**config.mk**
```make
export PLATFORM = sky130hd
export DESIGN_NAME = stats_cnt_bank
export DESIGN_NICKNAME = d
export VERILOG_FILES = /design/src/rtl/stats_pkg.sv /design/src/rtl/stats_cnt_slot.sv /design/src/rtl/stats_rd_port.sv /design/src/rtl/stats_cnt_bank.sv
export SDC_FILE = /design/constraint.sdc
export NUM_CORES = 1
export LEC_CHECK = 0
export ABC_AREA = 1
export ABC_CLOCK_PERIOD_IN_PS = 7100
export BUFFER_PORTS_ARGS = -buffer_cell sky130_fd_sc_hd__buf_2
export CAP_MARGIN = 20
export CORE_ASPECT_RATIO = 0.9
export CORE_MARGIN = 4
export CORE_UTILIZATION = 30
export DETAILED_ROUTE_END_ITERATION = 8
export SYNTH_ARGS = -nofsm -noshare
export SYNTH_HDL_FRONTEND = slang
export SYNTH_SLANG_ARGS = --single-unit
```
**constraint.sdc**
```tcl
create_clock -name clk -period 7.1 [get_ports clk]
set_input_delay 1.775 -clock clk [delete_from_list [all_inputs] [get_ports clk]]
set_output_delay 1.775 -clock clk [all_outputs]
set_load 0.005 [all_outputs]
```
**src/rtl/stats_pkg.sv**
```systemverilog
package stats_pkg;
    // kind of a counter slot, selects its test-mode preset
    typedef enum logic {
        KIND_EVENT  = 1'b0,
        KIND_LENGTH = 1'b1
    } cnt_kind_e;

    // distance of the test-mode preset below the carry into the top bit
    localparam int EVT_GAP = 4;
    localparam int LEN_GAP = 128;
endpackage

```
**src/rtl/stats_cnt_slot.sv**
```systemverilog
module stats_cnt_slot
    import stats_pkg::*;
#(
    parameter int        CNT_W = 32,
    parameter int        LEN_W = 16,
    parameter cnt_kind_e KIND  = KIND_EVENT
) (
    input  logic             clk,
    input  logic             rst_n,
    input  logic             bump_i,
    input  logic [LEN_W-1:0] amount_i,
    input  logic             rd_hit_i,
    input  logic             test_i,
    output logic [CNT_W-1:0] value_o
);
    localparam logic [CNT_W-1:0] HALF   = CNT_W'(1) << (CNT_W - 1);
    localparam int               GAP    = (KIND == KIND_LENGTH) ? LEN_GAP : EVT_GAP;
    localparam logic [CNT_W-1:0] PRESET = HALF - CNT_W'(GAP);

    typedef struct packed {
        logic [CNT_W-1:0] cnt;
    } slot_t;

    slot_t            st_d, st_q;
    logic [CNT_W-1:0] base;
    logic [CNT_W-1:0] step;

    always_comb begin
        st_d = st_q;
        step = bump_i ? CNT_W'(amount_i) : '0;
        if (rd_hit_i) begin
            base = test_i ? PRESET : '0;
        end else begin
            base = st_q.cnt;
        end
        st_d.cnt = base + step;
    end

    always_ff @(posedge clk) begin
        if (!rst_n) begin
            st_q <= '0;
        end else begin
            st_q <= st_d;
        end
    end

    assign value_o = st_q.cnt;
endmodule

```
**src/rtl/stats_rd_port.sv**
```systemverilog
module stats_rd_port #(
    parameter int NUM    = 8,
    parameter int CNT_W  = 32,
    parameter int ADDR_W = 4
) (
    input  logic               clk,
    input  logic               rst_n,
    input  logic               rd_en,
    input  logic [ADDR_W-1:0]  rd_addr,
    input  logic [NUM*CNT_W-1:0] cnt_flat,
    output logic [NUM-1:0]     hit_o,
    output logic               rd_valid,
    output logic [CNT_W-1:0]   rd_data
);
    typedef struct packed {
        logic             valid;
        logic [CNT_W-1:0] data;
    } rd_t;

    rd_t rd_d, rd_q;

    always_comb begin
        rd_d       = rd_q;
        rd_d.valid = rd_en;
        rd_d.data  = '0;
        hit_o      = '0;
        for (int i = 0; i < NUM; i++) begin
            if (rd_en && (rd_addr == ADDR_W'(i))) begin
                hit_o[i]  = 1'b1;
                rd_d.data = cnt_flat[i*CNT_W +: CNT_W];
            end
        end
    end

    always_ff @(posedge clk) begin
        if (!rst_n) begin
            rd_q <= '0;
        end else begin
            rd_q <= rd_d;
        end
    end

    assign rd_valid = rd_q.valid;
    assign rd_data  = rd_q.data;
endmodule

```
**src/rtl/stats_cnt_bank.sv**
```systemverilog
module stats_cnt_bank
    import stats_pkg::*;
#(
    parameter int N_EVT  = 5,
    parameter int N_LEN  = 3,
    parameter int CNT_W  = 32,
    parameter int LEN_W  = 16,
    parameter int ADDR_W = 4
) (
    input  logic                   clk,
    input  logic                   rst_n,
    input  logic                   cfg_wr_en,
    input  logic                   cfg_test_mode,
    input  logic [N_EVT-1:0]       evt_inc,
    input  logic [N_LEN-1:0]       len_vld,
    input  logic [N_LEN*LEN_W-1:0] len_bytes,
    input  logic                   rd_en,
    input  logic [ADDR_W-1:0]      rd_addr,
    output logic                   rd_valid,
    output logic [CNT_W-1:0]       rd_data
);
    localparam int N_TOT = N_EVT + N_LEN;

    typedef struct packed {
        logic test;
    } cfg_t;

    cfg_t                   cfg_d, cfg_q;
    logic [N_TOT-1:0]       slot_hit;
    logic [N_TOT-1:0]       slot_bump;
    logic [N_TOT*CNT_W-1:0] slot_val;
    logic                   test_q;

    always_comb begin
        cfg_d = cfg_q;
        if (cfg_wr_en) begin
            cfg_d.test = cfg_test_mode;
        end
    end

    always_ff @(posedge clk) begin
        if (!rst_n) begin
            cfg_q <= '0;
        end else begin
            cfg_q <= cfg_d;
        end
    end

    assign test_q    = cfg_q.test;
    assign slot_bump = {len_vld, evt_inc};

    for (genvar i = 0; i < N_EVT; i++) begin : g_evt
        stats_cnt_slot #(
            .CNT_W (CNT_W),
            .LEN_W (LEN_W),
            .KIND  (KIND_EVENT)
        ) u_slot (
            .clk      (clk),
            .rst_n    (rst_n),
            .bump_i   (evt_inc[i]),
            .amount_i (LEN_W'(1)),
            .rd_hit_i (slot_hit[i]),
            .test_i   (test_q),
            .value_o  (slot_val[i*CNT_W +: CNT_W])
        );
    end

    for (genvar j = 0; j < N_LEN; j++) begin : g_len
        stats_cnt_slot #(
            .CNT_W (CNT_W),
            .LEN_W (LEN_W),
            .KIND  (KIND_LENGTH)
        ) u_slot (
            .clk      (clk),
            .rst_n    (rst_n),
            .bump_i   (len_vld[j]),
            .amount_i (len_bytes[j*LEN_W +: LEN_W]),
            .rd_hit_i (slot_hit[N_EVT+j]),
            .test_i   (test_q),
            .value_o  (slot_val[(N_EVT+j)*CNT_W +: CNT_W])
        );
    end

    stats_rd_port #(
        .NUM    (N_TOT),
        .CNT_W  (CNT_W),
        .ADDR_W (ADDR_W)
    ) u_rd (
        .clk      (clk),
        .rst_n    (rst_n),
        .rd_en    (rd_en),
        .rd_addr  (rd_addr),
        .cnt_flat (slot_val),
        .hit_o    (slot_hit),
        .rd_valid (rd_valid),
        .rd_data  (rd_data)
    );
endmodule

```
=== After elaboration in Yosys (flattened, before gate mapping) ===
Cells that the tools add are included.

* Add/subtract/negate cells: 8
* Eq/ne operators: 7
* Multiplexer cells: 34
* Reductions and logical operators: 9

{| class="wikitable"
|+ Operators by type and width
! operator !! count
|-
| $mux W32 || 16
|-
| $add A32 B32 Y32 || 8
|-
| $mux W31 || 2
|-
| $mux W16 || 3
|-
| $eq A4 B3 Y1 const B || 4
|-
| $mux W1 || 13
|-
| $eq A4 B2 Y1 const B || 2
|-
| $logic_and A1 B1 Y1 || 8
|-
| $eq A4 B1 Y1 const B || 1
|-
| $logic_not A4 Y1 || 1
|}

* Bits in registers: 290
* Bits of input ports: 65

=== Longest topological paths before layout ===
* Depth in word-level cells: 10
* Depth in mapped cells: 23
* Mapped depth without buffers: 21

=== By module ===
A second synthesis with hierarchy kept.

* Cells, all modules: 4,677
* Area total of the unflattened synthesis: 25,978.7 µm²

{| class="wikitable"
|+ Modules (own cells, without submodules)
! module !! instances !! cells an instance !! area an instance (µm²)
|-
| stats_cnt_slot at g_evt[1].u_slot ... || 4 || 516 || 2,875.3
|-
| stats_rd_port || 1 || 568 || 3,065.4
|-
| stats_cnt_slot at g_evt[0].u_slot || 1 || 516 || 2,880.3
|-
| stats_cnt_slot at g_len[0].u_slot || 1 || 509 || 2,839.0
|-
| stats_cnt_slot at g_len[1].u_slot || 1 || 506 || 2,827.7
|-
| stats_cnt_slot at g_len[2].u_slot || 1 || 506 || 2,816.5
|-
| stats_cnt_bank || 1 || 8 || 48.8
|}

=== Worst setup path before layout ===
No wires, ideal clock.

* Kind: input-to-reg
* Start point: input rd_addr[3]
* End point: register g_len[1].u_slot.st_q, in the netlist g_len[1].u_slot.value_o[22]
* Setup time: 0.070 ns
* Data arrival time: 4.581 ns
* Data required time: 7.030 ns
* Setup slack: 2.448 ns
* Stages on the path: 17
* Cell sequence: inv_1 > nand3_1 > nor2_1 > buf_2 > buf_1 > buf_1 > nor2_1 > ha_1 > fa_1 > nand3_1 > nand2_1 > nand2_1 > nand3_1 > a21oi_1 > nor2_1 > or2_2 > a21oi_1

* Longest elaborated chain between the ends: 5

{| class="wikitable"
|+ Ends and longest elaborated chain
! what !! RTL line !! RTL
|-
| start: declaration || stats_cnt_bank.sv:18 || <nowiki>input logic [ADDR_W-1:0] rd_addr,</nowiki>
|-
| $eq A4 B3 Y1 || stats_rd_port.sv:28 || <nowiki>if (rd_en && (rd_addr == ADDR_W'(i))) begin</nowiki>
|-
| $logic_and A1 B1 Y1 || stats_rd_port.sv:28 ||
|-
| $mux W1 || stats_rd_port.sv:28 ||
|-
| $mux W32 || stats_cnt_slot.sv:31 || <nowiki>if (rd_hit_i) begin</nowiki>
|-
| $add A32 B32 Y32 || stats_cnt_slot.sv:36 || <nowiki>st_d.cnt = base + step;</nowiki>
|-
| end signal: assignment || stats_cnt_slot.sv:43 || <nowiki>st_q <= st_d;</nowiki>
|-
| end: declaration || stats_cnt_slot.sv:24 || <nowiki>slot_t st_d, st_q;</nowiki>
|}

No other way between the ends.
A chain may end at the register's enable or synchronous reset.

=== Final worst setup path ===
* Start point: input rd_en
* End point: register g_len[0].u_slot.st_q, in the netlist g_len[0].u_slot.value_o[30]

* Longest elaborated chain between the ends: 4

{| class="wikitable"
|+ Ends and longest elaborated chain
! what !! RTL line !! RTL
|-
| start: declaration || stats_cnt_bank.sv:17 || <nowiki>input logic rd_en,</nowiki>
|-
| $logic_and A1 B1 Y1 || stats_rd_port.sv:28 ||
|-
| $mux W1 || stats_rd_port.sv:28 ||
|-
| $mux W32 || stats_cnt_slot.sv:31 ||
|-
| $add A32 B32 Y32 || stats_cnt_slot.sv:36 ||
|-
| end signal: assignment || stats_cnt_slot.sv:43 ||
|-
| end: declaration || stats_cnt_slot.sv:24 ||
|}

No other way between the ends.

==> summary.txt <==
Power
  – PwrDens: 187 nW/um2
  – Peak VDD IR: 126 uV
  – Total power: 4.14 mW
  – Leak: 9.94 nW

Timing
  – Period utilisation layout: 0.683
  – Worst Clk Skew: 0.0150 ns
  – Worst rel slew slack: 0.270
  – Fin. max-slew vios: 0
  – Min cycle time layout: 4.85 ns
  – Minimum hold slack: 0.483 ns
  – Sum of negative setup slack: 0 ns
  – Fin. Hold Viols: 0
  – Final setup vio count: 0
  – Worst-Margin Slew: 1.09 ns
  – RSZ-0062 raised after global routing: no
  – Fmax: 0.206 GHz

Floorplanning
  – Die Width: 278 um
  – Floorplan Core Area: 64500 um2
  – Initial Util: 0.305
  – DIE HEIGHT: 251 um
  – I/O pin total: 98
  – Die area: 69800 um2
  – Row cnt: 88

Final layout
  – Multi-input gate area: 11900 um2
  – Design Area, Final: 22100 um2
  – P&R area growth vs syn: 12.3%
  – Nets: 3557
  – Register area: 5810 um2
  – Layout cell share with drive strength beyond 1: 0.0816
  – Fill cells: 7261

Critical path
  – Max incr delay on CP: 0.56 ns
  – CP startpoint: rd_en
  – Crit path kind: primary input to register
  – Crit path max-delay family: simple AND/OR/NAND/NOR gates
  – CP Buf/Inv Count: 2
  – Arr. time, crit path: 5.30 ns
  – CP Max Fanout: 28
  – Startpoint type of the worst setup path: primary input
  – Reg-to-reg slack, setup: 3.70 ns
  – Slowest CP cell: nor2_4
  – Reg2reg start: cfg_q
  – FF-to-FF End: g_len[0].u_slot.value_o[29]
  – CP cell instances: buf_2 > nand3_1 > nor2_4 > nand2_2 > clkinv_1 > nor2_1 > ha_1 > nand2_1 > o21ai_0 > a21oi_1 > nand2_1 > nand2_1 > nor2_1 > nand3_1 > nand2_1 > nor2_1
  – CP dominant cell by count: nand2_1
  – CP endpoint kind: register
  – Critical Path RT: 7.55 ns
  – Reg2Reg Depth: 15

Clocking
  – Longest Clk Path Bufs: 3
  – H-tree depth: 2
  – Clk_lat worst skew: 0.56 ns
  – # clock sinks: 290
  – Postcts setup bufs: 0
  – Clk pin slew, worst setup/hold paths: 0.06 ns
  – CTS tree: yes
  – Post-cts sizing count: 0
  – Total clock buffers created by CTS: 37
  – Hold-fix buffers, CTS: 0
  – CTS root buf: clkbuf_16

Hold path
  – Worst Hold Endpoint: u_rd.rd_data[13]
  – Hold Path Class: register to register
  – Hold depth: 2
  – Hold Crit Start: g_len[2].u_slot.value_o[13]

Synth
  – Syn Area/Cell: 5.81 um2
  – Async SR Flop Fraction: 0
  – Gate Count Post-Synth: 3390
  – Synth Flop Type: dfxtp_1
  – Cell taking the most area after synthesis: dfxtp_1
  – Unique masters post-synth: 45
  – Area contributors post-synth: dfxtp_1, nand2_1, nor2_1
  – YS warnings: 0
  – Most common cell in the netlist: nand2_1
  – Synth top area share: 0.295
  – Post-synth EDFFs: 0
  – Mapped Area: 19700 um2
  – #FFs+latches synth: 290
  – Commonest cells post-synth: nand2_1, nor2_1, inv_1, dfxtp_1, a21oi_1
  – Post-synthesis sequential area ratio: 0.295
  – Synth Net Count: 3516

Routing
  – Post-route ant nets: 0
  – Drt drc: 0
  – Avg Vias per Cell: 4.82
  – Vias: 20770
  – DRT Pass-1 Iters: 5
  – Initial drt markers: 1861
  – Wire per inst: 15.6 um
  – Routed WL: 67.1 mm

Placed design
  – Placed cell area: 20900 um2
  – Port Buffers: 97
  – Dpl hpwl: 50.8 mm
  – Gp weighted congestion: 0.933

Global route
  – Vias in the first global route: 18718
  – Global-route wire length before repair: 104 mm
  – Initial antenna violation count: 3
  – Gr ovfl total: 0
  – GRT Total Usage: 0.185
  – Largest net degree at the start of global routing: 82

Run
  – Max-cap violations: 0

Status
  – Status: completed
## worst max-delay path by stage
stage	cells after the start	slack, ns	endpoint
floorplan	17	2.45	g_len[1].u_slot.value_o[22]
global placement	17	1.77	g_len[0].u_slot.value_o[29]
detailed placement	17	1.65	g_len[0].u_slot.value_o[31]
CTS	17	2.26	g_len[0].u_slot.value_o[31]
global route	16	1.85	g_len[0].u_slot.value_o[26]
finish	16	2.25	g_len[0].u_slot.value_o[30]
## cell families after synthesis
kind of cell	synth area share
xor+xnor	0.00489
fa+ha+maj	0.0399
simple gates	0.425
compound gates	0.133
buf+inv	0.102
flops	0.295
## tightest hold or removal path: cells and delay by family (launching register included)
family | cells | cell delay [ns]
compound gates | 1 | 0.05
flops | 1 | 0.32
simple gates | 1 | 0.06
## report_power, final
part           internal, mW  switching, mW  leakage, nW
logic                 0.171          0.334         7.00
clock network          1.14          0.767        0.589
registers              1.69         0.0350         2.35
total                  3.00           1.14         9.94
## layout by cell type (no fill, tap or decap), drive strengths merged, types with 8 or more instances in the layout
cell	netlist	routed
nand2	1208	1208
nor2	556	556
inv	393	393
dfxtp	290	290
a21oi	256	256
nand3	191	191
o21ai	157	157
buf	45	115
ha	58	58
clkbuf	68	56
nand4	40	40
o21a	25	25
nor3	23	23
o22ai	16	16
xnor2	8	8
o2111ai	8	8
## layout make-up
class,count,share of cell area
multi-input combinational,2593,0.539
sequential,290,0.262
inverter,394,0.0669
clock buffer,56,0.0497
tap,855,0.0484
timing repair buffer,115,0.0292
clock inverter,8,0.00424
antenna,1,0.000113
## through the flow
step	setup WS (ns)	instances	util
2_1_floorplan	2.45	3390	-
3_3_place_gp	1.77	4246	0.324
3_5_place_dp	1.65	4246	0.324
4_1_cts	2.26	4310	0.342
5_1_grt	1.85	4312	0.343
6_report	2.25	4312	0.343
## flip-flops by register name (all words and copies together) (netlist names)
name,count
u_rd.rd_valid,1
g_evt.u_slot.value_o,160
cfg_q,1
g_len.u_slot.value_o,96
u_rd.rd_data,32
## metal layers
layer | wire length, um | up-vias | GRT usage
met5 | 14 | - | 0
met4 | 2100 | 4 | 0.0585
met3 | 4690 | 87 | 0.0288
met2 | 27500 | 618 | 0.274
met1 | 32800 | 9254 | 0.273
li1 | - | 10807 | -
Note: power is estimated with default switching activity, not from simulation.
